File: src/rtl/lockstep_div_mon.sv
module lockstep_div_mon #(
  parameter int NSIG  = 4,
  parameter int SW    = 8,
  parameter int NPORT = 2,
  parameter int AW    = 5,
  parameter int DW    = 32,
  parameter int CW    = 16,
  parameter int TMO   = 1000
) (
  input  logic                   clk,
  input  logic                   rst_n,
  input  logic [NSIG*SW-1:0]     st_a,
  input  logic [NSIG*SW-1:0]     st_b,
  input  logic [NPORT-1:0]       wv_a,
  input  logic [NPORT-1:0]       wv_b,
  input  logic [NPORT*AW-1:0]    wa_a,
  input  logic [NPORT*AW-1:0]    wa_b,
  input  logic [NPORT*DW-1:0]    wd_a,
  input  logic [NPORT*DW-1:0]    wd_b,
  input  logic                   term_a,
  input  logic                   term_b,
  output logic [NSIG+NPORT-1:0]  div_q,
  output logic [NSIG+NPORT-1:0]  div_prev,
  output logic                   done,
  output logic                   leak,
  output logic                   hang
);
  localparam int NV = NSIG + NPORT;
  localparam logic [CW-1:0] LAST = CW'(TMO - 1);

  logic [NV-1:0] div_now;

  genvar i;
  generate
    for (i = 0; i < NSIG; i++) begin : g_st
      assign div_now[i] = st_a[i*SW +: SW] != st_b[i*SW +: SW];
    end
    for (i = 0; i < NPORT; i++) begin : g_wp
      logic both;
      assign both = wv_a[i] & wv_b[i];
      assign div_now[NSIG+i] = (wv_a[i] ^ wv_b[i]) |
        (both & ((wa_a[i*AW +: AW] != wa_b[i*AW +: AW]) |
                 (wd_a[i*DW +: DW] != wd_b[i*DW +: DW])));
    end
  endgenerate

  always_ff @(posedge clk) begin
    if (!rst_n) begin
      div_q    <= '0;
      div_prev <= '0;
    end else begin
      div_q    <= div_now;
      div_prev <= div_q;
    end
  end

  logic          fin_a, fin_b, hang_q;
  logic [CW-1:0] cnt_a, cnt_b;

  always_ff @(posedge clk) begin
    if (!rst_n) begin
      fin_a  <= 1'b0;
      fin_b  <= 1'b0;
      hang_q <= 1'b0;
      cnt_a  <= '0;
      cnt_b  <= '0;
    end else if (!hang_q) begin
      if (!fin_a) begin
        cnt_a <= cnt_a + 1'b1;
        if (term_a) fin_a <= 1'b1;
      end
      if (!fin_b) begin
        cnt_b <= cnt_b + 1'b1;
        if (term_b) fin_b <= 1'b1;
      end
      if ((!fin_a && !term_a && cnt_a == LAST) ||
          (!fin_b && !term_b && cnt_b == LAST))
        hang_q <= 1'b1;
    end
  end

  assign hang = hang_q;
  assign done = (fin_a & fin_b) | hang_q;
  assign leak = fin_a & fin_b & (cnt_a != cnt_b);

  a_r10_done_sticky: assert property (@(posedge clk) disable iff (!rst_n)
    done |=> done);
  a_r10_leak_sticky: assert property (@(posedge clk) disable iff (!rst_n)
    leak |=> leak);
  a_r9_hang_no_leak: assert property (@(posedge clk) disable iff (!rst_n)
    hang |-> !leak);
  a_r8_count_frozen: assert property (@(posedge clk) disable iff (!rst_n)
    fin_a |=> $stable(cnt_a) && fin_a);
  a_r5_prev_lags: assert property (@(posedge clk) disable iff (!rst_n)
    div_prev == $past(div_q));
endmodule

File: config.mk
export PLATFORM = sky130hd
export DESIGN_NAME = lockstep_div_mon
export DESIGN_NICKNAME = d
export VERILOG_FILES = /design/src/rtl/lockstep_div_mon.sv
export SDC_FILE = /design/constraint.sdc
export NUM_CORES = 1
export LEC_CHECK = 0
export ABC_CLOCK_PERIOD_IN_PS = 3900
export CORE_ASPECT_RATIO = 0.5
export CORE_MARGIN = 5
export CORE_UTILIZATION = 55
export DETAILED_ROUTE_END_ITERATION = 10
export DONT_BUFFER_PORTS = 1
export MAX_ROUTING_LAYER = met4
export PLACE_DENSITY = 0.7
export SYNTH_ARGS = -nofsm -noshare
export SYNTH_HDL_FRONTEND = slang
export SYNTH_SLANG_ARGS = --single-unit
File: constraint.sdc
create_clock -name clk -period 3.9 [get_ports clk]
set_clock_uncertainty 0.15 [all_clocks]
set_input_delay 0.585 -clock clk [delete_from_list [all_inputs] [get_ports clk]]
set_output_delay 0.585 -clock clk [all_outputs]
set_load 0.05 [all_outputs]
* Word level (Yosys, flattened, before mapping)
Index checks and enable logic that the tools add are counted.
** Storage, ports and cells
- Register bits :: 47
- Latch bits :: 0
- Memory bits (writable) :: 0
- Memory bits (read-only) :: 0
- Bits of input ports :: 220
- Output and inout port bits :: 15
- Logic and storage cells :: 53
- Memories kept :: 0
** Cells by class
- $add $sub $neg :: 2
- Multipliers :: 0
- Div/mod/pow operators :: 0
- $lt $le $gt $ge :: 0
- Equality and inequality tests :: 11
- Shifts and indexed selects :: 0
- Mux-type cells :: 6
- Bitwise operators :: 16
- Reduce and logical (&&, ||, !) cells :: 11
** Operators with widths (number)
- inequality test 32 bit :: 2
- adder 16 x 1 -> 16 bit (second input constant) :: 2
- equality test 16 x 10 -> 1 bit (second input constant) :: 2
- inequality test 8 bit :: 4
- inequality test 16 bit :: 1
- inequality test 5 bit :: 2
- bitwise AND 1 bit :: 6
- two-way mux 1 bit :: 6
- bitwise OR 1 bit :: 5
- logical AND 1 bit :: 4
- zero test 1 bit :: 4
- AND reduction 2 bit :: 2
- inverter 1 bit :: 3
- XOR 1 bit :: 2
- logical OR 1 bit :: 1

* Depth between registers and ports, before layout
Gate-level depths: netlist (run 1).
- Depth in word-level cells :: 6
- Mapped depth :: 5
- Mapped depth without buffers :: 5

* Least setup slack after synthesis (run 1)
OpenSTA, ideal clock, no wires.
- Kind :: flip-flop to output port
- From :: register cnt_a[0]
- To :: output leak
- Data arrival time :: 1.360 ns
- Required time :: 3.165 ns
- Setup slack :: 1.805 ns
- Cell stages (with the launch flop) :: 6
- Path buffers :: 1
- Cell sequence :: dfxtp_1 clkbuf_2 xnor2_1 nand4_1 nor4_1 nor2_1
** Between the ends
- Word-level cells in the longest chain between the ends :: 2
** RTL lines
- start: declaration :: line 58 : logic [CW-1:0] cnt_a, cnt_b;
- start signal: assignment :: line 69 : cnt_a <= cnt_a + 1'b1;
- inequality test 16 bit :: line 84 : assign leak = fin_a & fin_b & (cnt_a != cnt_b);
- bitwise AND 1 bit :: line 84
- end: declaration :: line 25 : output logic leak,
No other way between the ends.

* Worst setup path after layout (run 1)
- From :: register hang_q, in the netlist hang
- To :: output done
** Between the ends
- Word-level cells in the longest chain between the ends :: 1
** RTL lines
- start: declaration :: line 57 : logic fin_a, fin_b, hang_q;
- start signal: assignment :: line 64 : hang_q <= 1'b0;
- start signal: assignment :: line 78 : hang_q <= 1'b1;
- bitwise OR 1 bit :: line 83 : assign done = (fin_a & fin_b) | hang_q;
- end: declaration :: line 24 : output logic done,
No other way between the ends.

==> results.json, run 1 <==
{
  "root_buffer": "clkbuf_16",
  "coreArea_um2": 5956,
  "timing.setup.tns_ps": 0,
  "async_flop_share": 0,
  "synth_seq_cells": 47,
  "ctsHtreeMaxLevel": 2,
  "gr-usage-all-layers": 0.2434,
  "synthesis.nets": 603,
  "max-slew-margin-rel": 0.1845,
  "top_layer": "met4",
  "grt_pass1_vias": 2648,
  "netlist_instances": 379,
  "rows": 20,
  "p_per_area_nw_per_um2": 323.7,
  "rsz0062_at_grt": "no",
  "design_area_um2": 3513,
  "cts_made_buffers": 5,
  "timing.rr.end": "cnt_a[14]",
  "fin_nets": 601,
  "postCtsSetupBuffers": 0,
  "dieArea_um2": 7788,
  "hold_ws_ps": 268.8,
  "cp-startpoint": "hang",
  "fill_cells": 522,
  "r2r-start": "hang",
  "cp-start-kind": "flip-flop",
  "path_max_fanout": 11,
  "cp-end-kind": "output port",
  "first_iter_violations": 195,
  "cp.arrival_ps": 1770,
  "syn_avg_cell_area_um2": 8.765,
  "placed_area_um2": 3362,
  "setup_viol": 0,
  "drive_gt1_frac": 0.04497,
  "max_freq_mhz": 399.2,
  "peakVddDrop_v": 0.0001420,
  "synth-main-ff-cell": "dfxtp_1",
  "min_period_over_period": 0.6424,
  "fin_crit_ps": 2505,
  "synthTopCellsByArea": "dfxtp_1 (28%), xnor2_1 (26%), xor2_1 (11%)",
  "cts_hold_buf": 0,
  "ys_warn_count": 0,
  "hold_violations": 0,
  "routedWlPerCell_um": 21.26,
  "synth_top_area_cell": "dfxtp_1",
  "drtAntennaViolNets": 0,
  "drc": 0,
  "firstDrtPassIters": 4,
  "start_util": 0.5578,
  "numPortBuffers": 0,
  "rrSetupSlack_ps": 1770,
  "grt_max_degree": 39,
  "antenna_found_initial": 0,
  "cts_tree": "done",
  "route.vias.total": 2765,
  "wl_met1_um": 4152,
  "ioPinCount": 235,
  "cp_data_required_time_ps": 3160,
  "synthToLayoutAreaGrowth_pct": 5.763,
  "worst_pin_slew_ps": 1222,
  "yosys-top-cells-count": "xnor2_1 (97), dfxtp_1 (47), xor2_1 (42), nand4_1 (30)",
  "power.leakage_nw": 1.084,
  "hold_path.class": "primary input to flip-flop",
  "drt-total-wl_um": 9675,
  "synth.most_common_cell": "xnor2_1",
  "slew_violations": 0,
  "syn_area_um2": 3322,
  "synth.distinct_cells": 41,
  "avgViaCountPerCell": 6.077,
  "clkTransAtPathRegs_ps": 60,
  "gp_congestion": 0.8953,
  "dieHeight_um": 64.96,
  "synth_edf_count": 0,
  "reg2regPathDepth": 4,
  "clkLatencyLatePin_ps": 290,
  "cts_sinks": 47,
  "ctsResizeCount": 0,
  "wl_met3_um": 650,
  "max-cap-violations": 0,
  "grt_overflow": 0,
  "n_antenna_cell": 0,
  "dp_hpwl_um": 8371,
  "critical_path_class": "flip-flop to output port",
  "ys_seq_area_frac": 0.2832,
  "yosysTopAreaCellShare": 0.2832,
  "critPathCapture": "done",
  "status": "finished, final reports clean",
  "grt_first_pass_wirelength_um": 14300,
  "fp.dieW_um": 119.9,
  "routed-wl-met2_um": 4674,
  "clockBufferDepth": 2
}
==> area by class of cell <==
type	instances	area, µm²	area share
sequential	47	940.9	0.2678
multi-input combinational	317	2302	0.6553
tap	77	96.34	0.02742
clock inverter	1	8.758	0.002493
inverter	6	22.52	0.006410
clock buffer	7	142.6	0.04060
==> how the worst min path moves through the flow <==
stage / start / end / slack, ps / cells after the start
after floorplan: cnt_a[15] / cnt_a[15] / 320 / 2
after global placement: cnt_a[15] / cnt_a[15] / 360 / 2
after detailed placement: cnt_b[15] / cnt_b[15] / 370 / 2
after CTS: rst_n / div_prev[5] / 270 / 1
after global routing: rst_n / div_prev[4] / 270 / 1
final: rst_n / div_prev[4] / 270 / 1
==> cell usage in the layout (no fill, tap or decap), types with 2 or more instances in the layout <==
master / n
nand4bb_1: 2
clkbuf_16: 5
and2_1: 7
xor2_1: 42
ha_1: 4
nor4_1: 16
or3_1: 9
a21oi_1: 22
inv_1: 6
dfxtp_1: 47
a31oi_1: 2
or4_1: 2
and3_1: 3
o21ai_0: 13
nand2_1: 11
xnor2_1: 97
nand4_1: 30
nand3_1: 11
nor2_1: 22
o31ai_1: 3
nor3_1: 5
==> state kept, by name, summed over array words and instances (netlist names) <==
name,count
cnt_a,16
div_prev,6
cnt_b,16
fin_a,1
fin_b,1
hang,1
div_q,6
==> through the flow <==
| step | utilization | setup slack [ps] | instances | total power, mW |
|---|---|---|---|---|
| 2_1_floorplan | - | 1805 | 379 | 0.6924 |
| 3_3_place_gp | 0.5645 | 1730 | 447 | 0.7107 |
| 3_5_place_dp | 0.5645 | 1705 | 447 | 0.7181 |
| 4_1_cts | 0.5899 | 1394 | 455 | 1.145 |
| 5_1_grt | 0.5899 | 1279 | 455 | 1.179 |
| 6_report | 0.5899 | 1395 | 455 | 1.137 |
==> logic make-up after synthesis <==
group           synth area share
xor+xnor                  0.3665
simple gates              0.2426
flops                     0.2832
compound gates           0.06893
buf+inv                  0.02373
fa+ha+maj                0.01507
==> metal layers <==
layer,track usage,vias to the layer above
met2,0.3718,110
met1,0.3289,1307
met5,-,-
met3,0.04708,18
met4,0.07275,0
li1,-,1330
==> report_power, final <==
part	leakage (nW)	switching [mW]	internal [mW]
sequential	0.384	0.0467	0.496
combinational	0.626	0.0691	0.0967
clock	0.0741	0.172	0.256
total	1.08	0.288	0.849
==> worst max-delay path: stages, from the launching register on <==
cell and delay (ps):
dfxtp_1 860, inv_1 210, nand2_1 410
Note: power is estimated with default switching activity, not from simulation.
==> run 2: changes to the inputs <==
--- a/config.mk
+++ b/config.mk
@@ -5,14 +5,14 @@
 export SDC_FILE = /design/constraint.sdc
 export NUM_CORES = 1
 export LEC_CHECK = 0
-export ABC_CLOCK_PERIOD_IN_PS = 3900
+export ABC_CLOCK_PERIOD_IN_PS = 2200
 export CORE_ASPECT_RATIO = 0.5
 export CORE_MARGIN = 5
 export CORE_UTILIZATION = 55
 export DETAILED_ROUTE_END_ITERATION = 10
 export DONT_BUFFER_PORTS = 1
 export MAX_ROUTING_LAYER = met4
-export PLACE_DENSITY = 0.7
+export PLACE_DENSITY = 0.73
 export SYNTH_ARGS = -nofsm -noshare
 export SYNTH_HDL_FRONTEND = slang
 export SYNTH_SLANG_ARGS = --single-unit
==> constraint.sdc (replaced) <==
create_clock -name clk -period 2.2 [get_ports clk]
set_clock_uncertainty 0.15 [all_clocks]
set_input_delay 0.33 -clock clk [delete_from_list [all_inputs] [get_ports clk]]
set_output_delay 0.33 -clock clk [all_outputs]
set_load 0.05 [all_outputs]
==> run 2 against run 1 <==
Effect of this change: highest routed layer unchanged; first-iteration DRC count rose by 50%; critical path depth up 3; sequential power is 77% higher; design area rose by 1.3%; global-route usage shrank 0.64 points; total power is 79% higher; sequential share of layout area shrank 0.31 points; largest power group unchanged; critical path type unchanged; clock-buffer cell count fell by 2; sequential cell count unchanged; wire length is 0.57% higher; die area did not move.
==> results.json, run 2 (synthesis results as in run 1) <==
{
  "status": "finished, final reports clean",
  "rrSetupSlack_ps": 250,
  "drc": 0,
  "rows": 20,
  "peakVddDrop_v": 0.0003051,
  "cts_made_buffers": 5,
  "layout_common_cells": "xnor2_1 (97), dfxtp_1 (46), xor2_1 (42)",
  "grt_overflow": 0,
  "min_period_over_period": 0.9643,
  "drtAntennaViolNets": 0,
  "clockBufferDepth": 2,
  "ioPinCount": 235,
  "critical_path_class": "flip-flop to output port",
  "routedWlPerCell_um": 21.11,
  "max-cap-violations": 0,
  "power.leakage_nw": 1.107,
  "slew_violations": 0,
  "gp_congestion": 0.9964,
  "hold_ws_ps": 4.579,
  "max_freq_mhz": 471.4,
  "hold_path.class": "primary input to flip-flop",
  "path_max_fanout": 6,
  "top_regs": "cnt_a: 16 flops, cnt_b: 16 flops",
  "hold_violations": 0,
  "cp.arrival_ps": 1640,
  "ctsHtreeMaxLevel": 2,
  "synthToLayoutAreaGrowth_pct": 7.156,
  "numPortBuffers": 0,
  "fp.dieW_um": 119.9,
  "grt_first_pass_wirelength_um": 13960,
  "fin_crit_ps": 2121,
  "max-slew-margin-rel": 0.6340,
  "root_buffer": "clkbuf_16",
  "timing.setup.tns_ps": 0,
  "firstDrtPassIters": 4,
  "cp-end-kind": "output port",
  "dp.cells": 452,
  "cts_tree": "done",
  "fin_ws_ps": 78.57,
  "grt_pass1_vias": 2703,
  "hold-path-cell-count": 1,
  "clkLatencyLatePin_ps": 290,
  "avgViaCountPerCell": 6.069,
  "dieHeight_um": 64.96,
  "p_per_area_nw_per_um2": 572.1,
  "rsz0062_at_grt": "no",
  "grt_max_degree": 39,
  "cp_data_required_time_ps": 1720,
  "clkTransAtPathRegs_ps": 70,
  "worst_pin_slew_ps": 548.3,
  "dp_hpwl_um": 8244,
  "setup_viol": 0,
  "cts_sinks": 47,
  "post-place-ws_ps": 282.0,
  "final_common_cell": "xnor2_1",
  "coreArea_um2": 5956,
  "min_to": "div_prev[5]",
  "fin_nets": 607,
  "dieArea_um2": 7788,
  "timing.rr.end": "cnt_b[12]",
  "route.vias.total": 2798,
  "drt-total-wl_um": 9730,
  "first_iter_violations": 292,
  "stdcell_count": 461,
  "hold_start": "rst_n",
  "start_util": 0.5578,
  "drive_gt1_frac": 0.06250,
  "gr-usage-all-layers": 0.2370,
  "n_antenna_cell": 0,
  "antenna_found_initial": 0,
  "reg2regPathDepth": 5,
  "r2r-start": "cnt_b[0]",
  "cp-start-kind": "flip-flop"
}
==> run 2: metal layers <==
| layer | global-route usage | wire length (µm) |
|---|---|---|
| met5 | - | 0 |
| met4 | 0.06419 | 56 |
| met3 | 0.03400 | 557 |
| met2 | 0.3676 | 4751 |
| met1 | 0.3254 | 4364 |
==> run 2: power by group <==
group	switching [mW]	internal [mW]	leakage, nW
sequential	0.0800	0.879	0.384
clock	0.338	0.425	0.0664
combinational	0.136	0.179	0.656
==> run 2: timing repair <==
action,in CTS,in global routing
hold buffers,0,1
buffers inserted,0,0
endpoints found under the hold margin,0,1
resized for setup,0,1
endpoints found under the setup margin,0,1
==> run 2: area by class of cell <==
| cell class | instances | area (µm²) |
|---|---|---|
| Multi-Input combinational cell | 317 | 2302 |
| Sequential cell | 47 | 942.2 |
| Clock inverter | 3 | 23.77 |
| Fill cell | 518 | 2396 |
| Inverter | 6 | 22.52 |
| Tap cell | 77 | 96.34 |
| Timing Repair Buffer | 6 | 47.55 |
| Clock buffer | 5 | 125.1 |
==> run 2: critical path, cell delays in order (launching register included) <==
cell and delay, ps:
dfxtp_1 460, xnor2_1 150, nand4_1 120, nor4_1 330, nor2_1 90, buf_4 200
==> run 2: per-stage QoR <==
step / total power, mW / util / area [µm²]
after floorplan: 1.228 / - / 3322
after global placement: 1.275 / 0.5708 / 3400
after detailed placement: 1.289 / 0.5708 / 3400
after CTS: 2.047 / 0.5958 / 3548
after global routing: 2.118 / 0.5977 / 3560
final: 2.037 / 0.5977 / 3560
==> run 2: how the worst max path moves through the flow <==
stage	slack, ps	to	startpoint
after detailed placement	280	cnt_b[12]	cnt_b[0]
final	80	leak	cnt_a[3]
after floorplan	240	cnt_a[13]	hang
after CTS	70	leak	cnt_a[5]
after global placement	390	leak	cnt_a[5]
after global routing	20	leak	cnt_b[5]
